[config.mk]
export PLATFORM = sky130hd
export DESIGN_NAME = frame_nibble_demux
export DESIGN_NICKNAME = d
export VERILOG_FILES = /design/src/rtl/fdx_pkg.sv /design/src/rtl/fdx_frame_tracker.sv /design/src/rtl/fdx_lane_decoder.sv /design/src/rtl/fdx_demux.sv /design/src/rtl/frame_nibble_demux.sv
export SDC_FILE = /design/constraint.sdc
export NUM_CORES = 1
export LEC_CHECK = 0
export CAP_MARGIN = 20
export CELL_PAD_IN_SITES_DETAIL_PLACEMENT = 0
export CELL_PAD_IN_SITES_GLOBAL_PLACEMENT = 2
export CORE_MARGIN = 2
export CORE_UTILIZATION = 43
export DETAILED_ROUTE_END_ITERATION = 7
export GPL_TIMING_DRIVEN = 0
export PLACE_DENSITY = 0.81
export RECOVER_POWER = 25
export SLEW_MARGIN = 15
export SYNTH_ARGS = -nofsm -noshare
export SYNTH_HDL_FRONTEND = slang
export SYNTH_SLANG_ARGS = --single-unit
[constraint.sdc]
create_clock -name clk_i -period 3.1 [get_ports clk_i]
set_clock_uncertainty 0.2 [all_clocks]
set_input_delay 0.31 -clock clk_i [delete_from_list [all_inputs] [get_ports clk_i]]
set_output_delay 0.31 -clock clk_i [all_outputs]
set_load 0.02 [all_outputs]
[src/rtl/fdx_pkg.sv]
package fdx_pkg;
  localparam int unsigned NIB_W  = 4;
  localparam int unsigned WORD_W = NIB_W + 1;
  localparam int unsigned PHASES = NIB_W / 2;

  typedef logic [NIB_W-1:0] nibble_t;

  // A set flag means the nibble travelled as-is; a clear flag means it was complemented.
  function automatic nibble_t undo_inversion(input logic flag, input nibble_t raw);
    return flag ? raw : ~raw;
  endfunction
endpackage

[src/rtl/fdx_frame_tracker.sv]
module fdx_frame_tracker #(
  parameter int unsigned WORD_W = fdx_pkg::WORD_W
) (
  input  logic clk_i,
  input  logic rst_ni,
  input  logic frame_i,
  output logic word_done_o
);
  localparam int unsigned CW = $clog2(WORD_W);
  localparam logic [CW-1:0] LAST = CW'(WORD_W - 1);

  logic          prev_q;
  logic          have_prev_q;
  logic          aligned_q;
  logic [CW-1:0] idx_q;
  logic          start;

  // The sample at this edge is word bit 1 when the frame level moved.
  assign start = have_prev_q && (frame_i != prev_q);

  always_ff @(posedge clk_i or negedge rst_ni) begin
    if (!rst_ni) begin
      prev_q      <= 1'b0;
      have_prev_q <= 1'b0;
      aligned_q   <= 1'b0;
      idx_q       <= '0;
    end else begin
      prev_q      <= frame_i;
      have_prev_q <= 1'b1;
      if (start) begin
        aligned_q <= 1'b1;
        idx_q     <= CW'(1);
      end else if (aligned_q) begin
        // Free-running cadence keeps word boundaries when a transition is missed.
        idx_q <= (idx_q == LAST) ? '0 : idx_q + CW'(1);
      end
    end
  end

  assign word_done_o = aligned_q && !start && (idx_q == LAST);
endmodule

[src/rtl/fdx_lane_decoder.sv]
module fdx_lane_decoder
  import fdx_pkg::*;
(
  input  logic    clk_i,
  input  logic    rst_ni,
  input  logic    bit_i,
  output nibble_t nib_o
);
  logic [NIB_W-1:0] sh_q;
  nibble_t          raw;

  always_ff @(posedge clk_i or negedge rst_ni) begin
    if (!rst_ni) sh_q <= '0;
    else         sh_q <= {sh_q[NIB_W-2:0], bit_i};
  end

  // At the last-bit edge sh_q holds the flag and nibble bits 1..3; bit_i is bit 4.
  assign raw   = {sh_q[NIB_W-2:0], bit_i};
  assign nib_o = undo_inversion(sh_q[NIB_W-1], raw);
endmodule

[src/rtl/fdx_demux.sv]
module fdx_demux
  import fdx_pkg::*;
#(
  parameter int unsigned LANES = 11
) (
  input  logic                        clk_i,
  input  logic                        rst_ni,
  input  logic                        load_i,
  input  logic [LANES-1:0][NIB_W-1:0] nib_i,
  output logic [2*LANES-1:0]          data_o,
  output logic                        valid_o
);
  localparam int unsigned PCW = $clog2(PHASES + 1);

  logic [LANES-1:0][NIB_W-1:0] hold_q;
  logic [LANES-1:0][NIB_W-1:0] src;
  logic [LANES-1:0][NIB_W-1:0] rest;
  logic [LANES-1:0]            lo_d;
  logic [LANES-1:0]            hi_d;
  logic [PCW-1:0]              left_q;
  logic                        emit;

  assign src  = load_i ? nib_i : hold_q;
  assign emit = load_i || (left_q != '0);

  // Every phase takes the top two bits and shifts the rest up.
  for (genvar g = 0; g < LANES; g++) begin : g_lane
    assign lo_d[g] = src[g][NIB_W-1];
    assign hi_d[g] = src[g][NIB_W-2];
    assign rest[g] = src[g] << 2;
  end

  always_ff @(posedge clk_i or negedge rst_ni) begin
    if (!rst_ni) begin
      hold_q  <= '0;
      left_q  <= '0;
      data_o  <= '0;
      valid_o <= 1'b0;
    end else begin
      valid_o <= emit;
      if (emit) begin
        data_o <= {hi_d, lo_d};
        hold_q <= rest;
        left_q <= load_i ? PCW'(PHASES - 1) : left_q - PCW'(1);
      end
    end
  end
endmodule

[src/rtl/frame_nibble_demux.sv]
module frame_nibble_demux
  import fdx_pkg::*;
#(
  parameter int unsigned LANES = 11
) (
  input  logic               clk_i,
  input  logic               rst_ni,
  input  logic               frame_i,
  input  logic [LANES-1:0]   lane_i,
  output logic [2*LANES-1:0] data_o,
  output logic               valid_o
);
  logic                        word_done;
  logic [LANES-1:0][NIB_W-1:0] nib;

  fdx_frame_tracker #(.WORD_W(WORD_W)) u_track (
    .clk_i       (clk_i),
    .rst_ni      (rst_ni),
    .frame_i     (frame_i),
    .word_done_o (word_done)
  );

  for (genvar g = 0; g < LANES; g++) begin : g_dec
    fdx_lane_decoder u_dec (
      .clk_i  (clk_i),
      .rst_ni (rst_ni),
      .bit_i  (lane_i[g]),
      .nib_o  (nib[g])
    );
  end

  fdx_demux #(.LANES(LANES)) u_demux (
    .clk_i   (clk_i),
    .rst_ni  (rst_ni),
    .load_i  (word_done),
    .nib_i   (nib),
    .data_o  (data_o),
    .valid_o (valid_o)
  );
endmodule

==> summary.txt <==
Power
  • Sequential Power Share: 0.471
  • Net Sw Power: 1.09 mW
  • Worst VDD drop: 304 µV
  • PwrDens: 733 mW/mm²
  • Pleak: 2.00 nW
  • Total Power: 3.35 mW
  • Comb power frac: 0.300
  • Clock power frac: 0.229
  • Internal: 2.25 mW
  • Sw frac: 0.327

Timing
  • Worst Tran Pin Value: 1.30 ns
  • Final Hold Vio Count: 0
  • Final period utilization: 0.642
  • Max-slew violations: 0
  • Final setup viols: 0
  • Minimum clock period: 1.99 ns
  • Unrepaired setup endpoints after global routing: false
  • Slew HR: 0.130
  • Hold_ws: 0.196 ns
  • Fmax: 0.502 GHz

Clocking
  • Clock sink total: 97
  • Clk buf depth: 2
  • TritonCTS Buffers: 9
  • CTS H-tree depth: 3
  • Post-CTS Resized: 0
  • CTS tree: done
  • Worst-path clk slew: 0.09 ns
  • CTS root buf: clkbuf_8
  • Skew-Pair Late Insertion Delay: 0.36 ns

Place
  • Cell Area, Placed: 0.00438 mm²
  • Placed insts: 414
  • Final GP Congestion: 0.753
  • Number of buffers added on ports: 36
  • DPL Wire Length: 4.15 mm

Final layout
  • Nets: 335
  • Ratio of cells with drive above 1 in the final layout: 0.0836
  • Area delta synth->final: 18.4%
  • # diodes: 0
  • Commonest non-fill, non-tap cell in the layout: dfrtp_1
  • Final Cell Area: 0.00457 mm²
  • Most frequent cells in the layout: dfrtp_1, mux2i_1, xor2_1, nand2_1, clkdlybuf4s50_1
  • Final Non-Filler Cells: 431

Global routing
  • Number of global-route vias before repair: 2189
  • Total global routing overflow: 0
  • Largest net degree at the start of global routing: 77
  • Gr usage total: 0.151
  • Initial antenna violation count: 0
  • Global-route wire length before repair: 11.3 mm

Worst setup path
  • CP arrival: 2.06 ns
  • Crit end category: register
  • Reg2reg end: u_demux.hold_q[2]$_DFFE_PN0P_
  • Worst R2R Start: u_demux.left_q[0]$_DFFE_PN0P_
  • Crit start category: register
  • Worst Path Required: 3.17 ns
  • Crit Path Category: reg -> reg
  • Crit-path max FO: 10
  • Reg2reg setup slack: 1.11 ns
  • CP startpoint: u_demux.left_q[0]$_DFFE_PN0P_
  • R2r worst-path depth: 7

Yosys
  • Post-synthesis sequential area ratio: 0.629
  • Area leader, netlist: dfrtp_1
  • Synth top area cells: dfrtp_1, mux2i_1, xor2_1, nand2_1, buf_12
  • Mapped Nets: 286
  • Register bit count reported by yosys: 97
  • Synth top area share: 0.629
  • Post-Syn Instances: 269
  • Synth Area per Inst: 14.3 µm²
  • YS warnings: 0
  • Count of cell types in the netlist: 22
  • Mapped Area: 0.00386 mm²

Detailed routing
  • Via/cell ratio: 4.80
  • Post-DRT Antenna Nets: 0
  • Wire per inst: 15.2 µm
  • First DRT Iteration DRCs: 76
  • Drt pass-1 iters: 3
  • Final wirelength: 6.54 mm
  • Residual DRC: 0
  • Vias: 2068

Die
  • Die height: 98.7 µm
  • Die area: 0.00975 mm²
  • Placement row count: 34
  • Placeable Area: 0.00872 mm²
  • Initial Util: 0.442
  • Ports: 37
  • Die width: 98.7 µm

Min path
  • Endpoint, Worst Hold: g_dec[6].u_dec.sh_q[1]$_DFF_PN0_
  • Hold Crit Depth: 0
  • Worst min path class: reg -> reg
  • Hold Crit Start: g_dec[6].u_dec.sh_q[0]$_DFF_PN0_

Flow run
  • Maximum Capacitance Violations: 0

Run status
  • Status: finished, final reports clean
## how the worst max path moves through the flow
stage | endpoint | slack [ns]
floorplan | u_demux.data_o[12]$_DFFE_PN0P_ | 1.51
global placement | g_dec[3].u_dec.sh_q[3]$_DFF_PN0_ | -2.12
detailed placement | u_demux.hold_q[30]$_DFFE_PN0P_ | 1.07
CTS | u_demux.hold_q[2]$_DFFE_PN0P_ | 1.03
global route | u_demux.hold_q[26]$_DFFE_PN0P_ | 0.87
finish | u_demux.hold_q[2]$_DFFE_PN0P_ | 1.11
## flip-flops by register name, indices dropped and copies added, names as in the netlist
name                 cells
g_dec.u_dec.sh_q        44
u_track.prev_q           1
u_demux.valid_o          1
u_demux.data_o          22
u_track.aligned_q        1
u_track.have_prev_q      1
u_demux.left_q           2
u_track.idx_q            3
u_demux.hold_q          22
## power by group through the flow
| stage | Combinational (mW) | Sequential [mW] | Clock [mW] |
|---|---|---|---|
| 6_report | 1.01 | 1.58 | 0.765 |
| 5_1_grt | 1.11 | 1.61 | 0.842 |
| 4_1_cts | 1.04 | 1.58 | 0.783 |
| 3_5_place_dp | 1.04 | 1.60 | 0 |
| 3_3_place_gp | 1.02 | 1.60 | 0 |
| 2_1_floorplan | 0.539 | 1.69 | 0 |
## worst max-delay path: stages, from the launching register on
cell      delay (ns)
dfrtp_1         0.40
inv_1           0.06
ha_1            0.14
clkbuf_1        0.12
buf_4           0.24
clkbuf_1        0.48
nand2_1         0.11
mux2i_1         0.16
## synthesized netlist by cell type, drive strengths merged
library cell	n
dfrtp	97
mux2i	67
xor2	46
nand2	25
buf	8
inv	4
a21oi	3
clkbuf	3
ha	3
nor2	3
o21ai	3
nand3	2
and2	1
conb	1
nand2b	1
nand3b	1
o211ai	1
## layer usage
layer	global-route usage	wire length, µm
met5	0	0
met3	0.0383	213
met1	0.207	3120
met4	0.0569	118
met2	0.234	3090
## final cells by class
class / instances / area [µm²]
inverters: 4 / 15.0
multi-input cells: 157 / 1300
clock buffers: 11 / 151
flip-flops and latches: 97 / 2430
fillers: 764 / 4150
well taps: 108 / 135
clock inverters: 5 / 30.0
plain buffers: 11 / 120
repair buffers: 38 / 392
## metrics by stage
step | worst slack [ns] | utilization | TNS, ns
finish | 1.11 | 0.524 | 0
global route | 0.866 | 0.524 | 0
CTS | 1.03 | 0.525 | 0
detailed placement | 1.07 | 0.503 | 0
global placement | -2.12 | 0.499 | -204.84
floorplan | 1.51 | - | 0
## logic make-up after synthesis
logic type	Yosys count	share of synthesized area
compound gates	7	0.0107
simple gates	33	0.0363
mux	67	0.174
buf+inv	15	0.0350
other cells	1	0.000972
xor+xnor	46	0.104
fa+ha+maj	3	0.00973
flops	97	0.629
## repair_timing
| item | 4_1_cts | 5_1_grt |
|---|---|---|
| setup buffers | 0 | 0 |
| hold endpoints to repair | 97 | 0 |
| hold buffers | 1 | 0 |
No activity file was read; power rests on OpenSTA's default activity.
